$ cat config.mk
export PLATFORM = sky130hd
export DESIGN_NAME = interval_refit
export DESIGN_NICKNAME = d
export VERILOG_FILES = /design/src/rtl/refit_pkg.sv /design/src/rtl/refit_ctrl.sv /design/src/rtl/refit_dp.sv /design/src/rtl/interval_refit.sv
export SDC_FILE = /design/constraint.sdc
export NUM_CORES = 2
export LEC_CHECK = 0
export CAP_MARGIN = 40
export CORE_ASPECT_RATIO = 0.75
export CORE_MARGIN = 3
export CORE_UTILIZATION = 50
export CTS_CLUSTER_SIZE = 24
export DETAILED_ROUTE_END_ITERATION = 16
export GPL_TIMING_DRIVEN = 1
export MAX_ROUTING_LAYER = met4
export PLACE_DENSITY = 0.69
export SLEW_MARGIN = 20
export SYNTH_ARGS = -nofsm -noshare
export SYNTH_HDL_FRONTEND = slang
export SYNTH_HIERARCHICAL = 1
export SYNTH_SLANG_ARGS = --single-unit
$ cat constraint.sdc
create_clock -name clk -period 11.86 [get_ports clk]
set_clock_uncertainty 0.15 [all_clocks]
set_input_delay 1.186 -clock clk [delete_from_list [all_inputs] [get_ports clk]]
set_output_delay 1.186 -clock clk [all_outputs]
set_load 0.005 [all_outputs]
$ cat src/rtl/refit_pkg.sv
package refit_pkg;
  typedef struct packed {
    logic capture;  // load the output record registers
    logic commit;   // write this node's extent to the buffer
  } refitStrobe_t;

  localparam int LANES = 3;
endpackage

$ cat src/rtl/refit_ctrl.sv
module refit_ctrl
  import refit_pkg::*;
(
  input  logic         clk,
  input  logic         rstN,
  input  logic         start,
  input  logic         inValid,
  input  logic         inRoot,
  input  logic         outReady,
  output logic         inReady,
  output logic         outValid,
  output logic         done,
  output refitStrobe_t strb
);
  logic busy;
  logic rootHeld;
  logic accept;

  assign inReady = busy && (!outValid || outReady);
  assign accept  = inValid && inReady;
  assign strb.capture = accept;
  assign strb.commit  = accept;

  always_ff @(posedge clk) begin
    if (!rstN) begin
      busy     <= 1'b0;
      outValid <= 1'b0;
      rootHeld <= 1'b0;
      done     <= 1'b0;
    end else begin
      if (!busy && start) busy <= 1'b1;
      else if (accept && inRoot) busy <= 1'b0;

      if (accept) begin
        outValid <= 1'b1;
        rootHeld <= inRoot;
      end else if (outReady) begin
        outValid <= 1'b0;
      end

      if (!busy && start) done <= 1'b0;
      else if (outValid && outReady && rootHeld) done <= 1'b1;
    end
  end
endmodule

$ cat src/rtl/refit_dp.sv
module refit_dp
  import refit_pkg::*;
#(
  parameter int W    = 24,
  parameter int ID_W = 4
) (
  input  logic              clk,
  input  logic              rstN,
  input  refitStrobe_t      strb,
  input  logic [ID_W-1:0]   inNodeId,
  input  logic              inLeaf,
  input  logic              inRoot,
  input  logic [1:0]        inAxis,
  input  logic [ID_W-1:0]   inLeftId,
  input  logic [ID_W-1:0]   inRightId,
  input  logic [LANES*W-1:0] inLo,
  input  logic [LANES*W-1:0] inHi,
  output logic [ID_W-1:0]   outNodeId,
  output logic              outLeaf,
  output logic              outRoot,
  output logic [W-1:0]      outLeftLo,
  output logic [W-1:0]      outLeftHi,
  output logic [W-1:0]      outRightLo,
  output logic [W-1:0]      outRightHi
);
  localparam int DEPTH = 1 << ID_W;
  localparam int BOX_W = LANES * W;

  logic [BOX_W-1:0] extLo [DEPTH];
  logic [BOX_W-1:0] extHi [DEPTH];

  logic [BOX_W-1:0] lChildLo, lChildHi, rChildLo, rChildHi;
  logic [BOX_W-1:0] nodeLo, nodeHi;
  logic [BOX_W-1:0] leftSrcLo, leftSrcHi, rightSrcLo, rightSrcHi;

  function automatic logic [W-1:0] pickLane(input logic [BOX_W-1:0] box,
                                            input logic [1:0] axis);
    case (axis)
      2'd0:    pickLane = box[0 +: W];
      2'd1:    pickLane = box[W +: W];
      default: pickLane = box[2*W +: W];
    endcase
  endfunction

  assign lChildLo = extLo[inLeftId];
  assign lChildHi = extHi[inLeftId];
  assign rChildLo = extLo[inRightId];
  assign rChildHi = extHi[inRightId];

  for (genvar k = 0; k < LANES; k++) begin : g_union
    logic [W-1:0] aLo, bLo, aHi, bHi;
    assign aLo = lChildLo[k*W +: W];
    assign bLo = rChildLo[k*W +: W];
    assign aHi = lChildHi[k*W +: W];
    assign bHi = rChildHi[k*W +: W];
    assign nodeLo[k*W +: W] = inLeaf ? inLo[k*W +: W]
                            : (($signed(aLo) < $signed(bLo)) ? aLo : bLo);
    assign nodeHi[k*W +: W] = inLeaf ? inHi[k*W +: W]
                            : (($signed(aHi) > $signed(bHi)) ? aHi : bHi);
  end

  assign leftSrcLo  = inLeaf ? inLo : lChildLo;
  assign leftSrcHi  = inLeaf ? inHi : lChildHi;
  assign rightSrcLo = inLeaf ? inLo : rChildLo;
  assign rightSrcHi = inLeaf ? inHi : rChildHi;

  always_ff @(posedge clk) begin
    if (strb.commit) begin
      extLo[inNodeId] <= nodeLo;
      extHi[inNodeId] <= nodeHi;
    end
  end

  always_ff @(posedge clk) begin
    if (!rstN) begin
      outNodeId  <= '0;
      outLeaf    <= 1'b0;
      outRoot    <= 1'b0;
      outLeftLo  <= '0;
      outLeftHi  <= '0;
      outRightLo <= '0;
      outRightHi <= '0;
    end else if (strb.capture) begin
      outNodeId  <= inNodeId;
      outLeaf    <= inLeaf;
      outRoot    <= inRoot;
      outLeftLo  <= pickLane(leftSrcLo, inAxis);
      outLeftHi  <= pickLane(leftSrcHi, inAxis);
      outRightLo <= pickLane(rightSrcLo, inAxis);
      outRightHi <= pickLane(rightSrcHi, inAxis);
    end
  end
endmodule

$ cat src/rtl/interval_refit.sv
module interval_refit
  import refit_pkg::*;
#(
  parameter int W    = 24,
  parameter int ID_W = 4
) (
  input  logic              clk,
  input  logic              rstN,
  input  logic              start,
  output logic              done,
  input  logic              inValid,
  output logic              inReady,
  input  logic [ID_W-1:0]   inNodeId,
  input  logic              inLeaf,
  input  logic              inRoot,
  input  logic [1:0]        inAxis,
  input  logic [ID_W-1:0]   inLeftId,
  input  logic [ID_W-1:0]   inRightId,
  input  logic [3*W-1:0]    inLo,
  input  logic [3*W-1:0]    inHi,
  output logic              outValid,
  input  logic              outReady,
  output logic [ID_W-1:0]   outNodeId,
  output logic              outLeaf,
  output logic              outRoot,
  output logic [W-1:0]      outLeftLo,
  output logic [W-1:0]      outLeftHi,
  output logic [W-1:0]      outRightLo,
  output logic [W-1:0]      outRightHi
);
  refitStrobe_t strb;

  refit_ctrl u_ctrl (
    .clk(clk), .rstN(rstN), .start(start), .inValid(inValid),
    .inRoot(inRoot), .outReady(outReady), .inReady(inReady),
    .outValid(outValid), .done(done), .strb(strb)
  );

  refit_dp #(.W(W), .ID_W(ID_W)) u_dp (
    .clk(clk), .rstN(rstN), .strb(strb),
    .inNodeId(inNodeId), .inLeaf(inLeaf), .inRoot(inRoot), .inAxis(inAxis),
    .inLeftId(inLeftId), .inRightId(inRightId), .inLo(inLo), .inHi(inHi),
    .outNodeId(outNodeId), .outLeaf(outLeaf), .outRoot(outRoot),
    .outLeftLo(outLeftLo), .outLeftHi(outLeftHi),
    .outRightLo(outRightLo), .outRightHi(outRightHi)
  );
endmodule

==> impl_metrics.ini <==
[run_status]
outcome = completed

[cts]
clockRootBuffer = clkbuf_16
cts_setup_buffers = 0
cts_max_path_buffers = 4
insertion_delay_ns = 0.92
ctsHoldBuffers = 0
path_clk_slew_ns = 0.06
cts.sinks = 2410
numCtsBuffers = 235
postCtsResizedCells = 0
cts_tree = yes
htreeDepth = 4

[floorplanning]
die_h_um = 426
fp-row-count = 153
dieArea_um2 = 242000
initial_core_util_pct = 50.5
ioPinCount = 270
core-area_um2 = 233000
fp.dieW_um = 567

[global_route]
track_usage_pct = 31.9
grt_pass1_wl_um = 534000
grt_pass1_vias = 70900
grt_max_degree = 130
grt_overflow = 0
antenna_found_initial = 27

[cells_and_area]
syn2layout_area_growth_pct = 12.9
mostFrequentLayoutCell = edfxtp_1
nets = 6917
finalNonFillerCells = 9923
fill_cells = 17200
multi_input_area_um2 = 44100
layout-drive-gt1-share_pct = 31.8
regArea_um2 = 71300
final_cell_mix = 2,304 x edfxtp_1, 1,391 x mux4_2, 328 x nand2_1

[synth]
synth_edf_count = 2304
syn_nets = 6602
ys_dominant_reg_cell = edfxtp_1
syn-cell-area_um2 = 118000
yosys_warnings = 6
syn_inst = 6296
ys_ff_latch = 2410
ys_seq_area_share_pct = 60.5
yosysUniqueCellTypes = 69
syn_avg_cell_area_um2 = 18.7
ys_async_sr_fraction_pct = 0

[routing]
wirelength_um = 376000
drt_iter0_drc = 11500
post_drt_wl_per_cell_um = 37.9
vias = 71300
drc_errors = 0
via_per_inst = 7.19
postRouteAntennaNets = 0
drtPass1Iterations = 6

[timing]
setup_violations = 0
setup_tns_ns = 0
hold_viol_final = 0
max_freq_mhz = 142
worst_pin_slew_ns = 1.07
slew_headroom_pct = 28.5
period_share_pct = 59.6
hold_ws_ns = 0.330
rsz0062_at_grt = no
finalMaxSlewViolations = 0
period_minus_slack_ns = 7.07

[critical_path]
path_max_fanout = 44
r2r_setup_slack_ns = 5.93
crit_path_start_kind = primary input
crit_type = in2reg
end_kind = flip-flop
critPathArrivalTime_ns = 7.65
required_ns = 12.44

[min_path]
min_path_type = reg2reg

[power]
ir_worst_vdd_mv = 0.151
power_density_nw_per_um2 = 151
p_leak_uw = 0.0431

[run]
cap_viol_max_count = 0

[placed_design]
dp_hpwl_um = 229000
gp_congestion = 0.903
post-place-cells = 9452
port_buffers = 269
## Yosys cell counts, drive strengths merged, types with 3 or more instances
| cell type | count | area share [%] |
|---|---|---|
| mux2i | 156 | 1.3 |
| a221o | 30 | 0.25 |
| a211oi | 41 | 0.26 |
| nand2 | 330 | 1.1 |
| o211a | 18 | 0.15 |
| nor2 | 104 | 0.33 |
| nor3 | 30 | 0.13 |
| o311ai | 14 | 0.10 |
| a222oi | 4 | 0.034 |
| a221oi | 14 | 0.10 |
| nand4 | 22 | 0.12 |
| a211o | 4 | 0.030 |
| ha | 141 | 1.5 |
| inv | 127 | 0.40 |
| nand3 | 84 | 0.36 |
| buf | 223 | 1.0 |
| a21oi | 217 | 0.92 |
| o2111ai | 3 | 0.022 |
| o21a | 22 | 0.14 |
| mux4 | 1391 | 27 |
| o211ai | 63 | 0.40 |
| o221ai | 3 | 0.028 |
| nor2b | 35 | 0.19 |
| and2 | 31 | 0.17 |
| dfxtp | 106 | 1.8 |
| a22oi | 3 | 0.019 |
| o21ai | 211 | 0.91 |
| or3 | 4 | 0.021 |
| clkbuf | 268 | 0.85 |
| o22ai | 20 | 0.11 |
| a21o | 42 | 0.27 |
| and4 | 5 | 0.037 |
| nand2b | 30 | 0.17 |
| a31oi | 27 | 0.14 |
| a2bb2oi | 20 | 0.15 |
| o2111a | 6 | 0.057 |
| a21boi | 32 | 0.20 |
| or2 | 4 | 0.021 |
| and3 | 16 | 0.085 |
| mux2 | 70 | 0.67 |
| edfxtp | 2304 | 59 |
## power breakdown
group	switching (uW)	leakage, uW	total (uW)	internal [uW]
Sequential	39.8	0.0216	9780	9740
Combinational	1760	0.0177	2800	1050
Clock	3260	0.00373	7550	4290
Total	5060	0.0431	20100	15100
## per-stage QoR
step / util [%] / instance area, um^2 / worst slack (ns) / total power [uW]
after floorplan: - / 118000 / 2.97 / 11600
after global placement: 53.3 / 124000 / 3.90 / 12600
after detailed placement: 53.6 / 125000 / 3.87 / 12700
after CTS: 56.9 / 133000 / 4.84 / 20100
after global routing: 57.1 / 133000 / 4.43 / 20700
final: 57.1 / 133000 / 4.79 / 20100
## registers in the layout, summed over array words and instances (netlist names)
| register | count |
|---|---|
| u_ctrl/busy | 1 |
| u_ctrl/done | 1 |
| u_ctrl/outValid | 1 |
| u_ctrl/rootHeld | 1 |
| u_dp/extHi | 1152 |
| u_dp/extLo | 1152 |
| u_dp/outLeaf | 1 |
| u_dp/outLeftHi | 24 |
| u_dp/outLeftLo | 24 |
| u_dp/outNodeId | 4 |
| u_dp/outRightHi | 24 |
| u_dp/outRightLo | 24 |
| u_dp/outRoot | 1 |
## final timing paths
kind	start	to	cells after the start
max reg2reg	u_dp/extLo[15][1]	u_dp/extLo[0][4]	13
max	inRightId[2]	u_dp/extHi[6][18]	15
min reg2reg	u_dp/outRightLo[11]	u_dp/outRightLo[11]	1
min	u_dp/outRightLo[11]	u_dp/outRightLo[11]	1
## kinds of logic after synthesis
| group | count (synthesis) | share of synthesized area (%) |
|---|---|---|
| DFF | 2410 | 60.5 |
| muxes | 1617 | 28.6 |
| AOI/OAI and AO/OA | 810 | 4.46 |
| and+or+nand+nor | 700 | 2.71 |
| buffers and inverters | 618 | 2.25 |
| adders and majority gates | 141 | 1.50 |
## metal layers
| metal | wire (um) | track usage, % | share of wire, % |
|---|---|---|---|
| met1 | 137000 | 43.2 | 36 |
| met2 | 171000 | 46.5 | 46 |
| met3 | 46600 | 6.79 | 12 |
| met4 | 21000 | 15.9 | 5.6 |
| met5 | 0 | - | 0 |
## final cells by class
cell class,instances,share of cell area [%]
Timing Repair Buffer,569,4.22
Tap cell,3100,2.91
Sequential cell,2410,53.6
Multi-Input combinational cell,3268,33.1
Antenna cell,21,0.0395
Clock buffer,306,4.84
Inverter,127,0.364
Clock inverter,122,0.905
## worst max-delay path: stages
cell and delay (ns):
buf_8 0.47, buf_4 0.55, buf_4 0.64, mux4_2 0.40
mux2_2 0.28, o21ai_0 0.65, ha_1 0.24, nand4_1 0.12
nor2_1 0.38, nand2_1 0.09, a31oi_1 0.46, o21a_1 0.82
o21ai_0 0.17, a31oi_1 0.73, buf_2 0.32
Note: power is estimated with default switching activity, not from simulation.
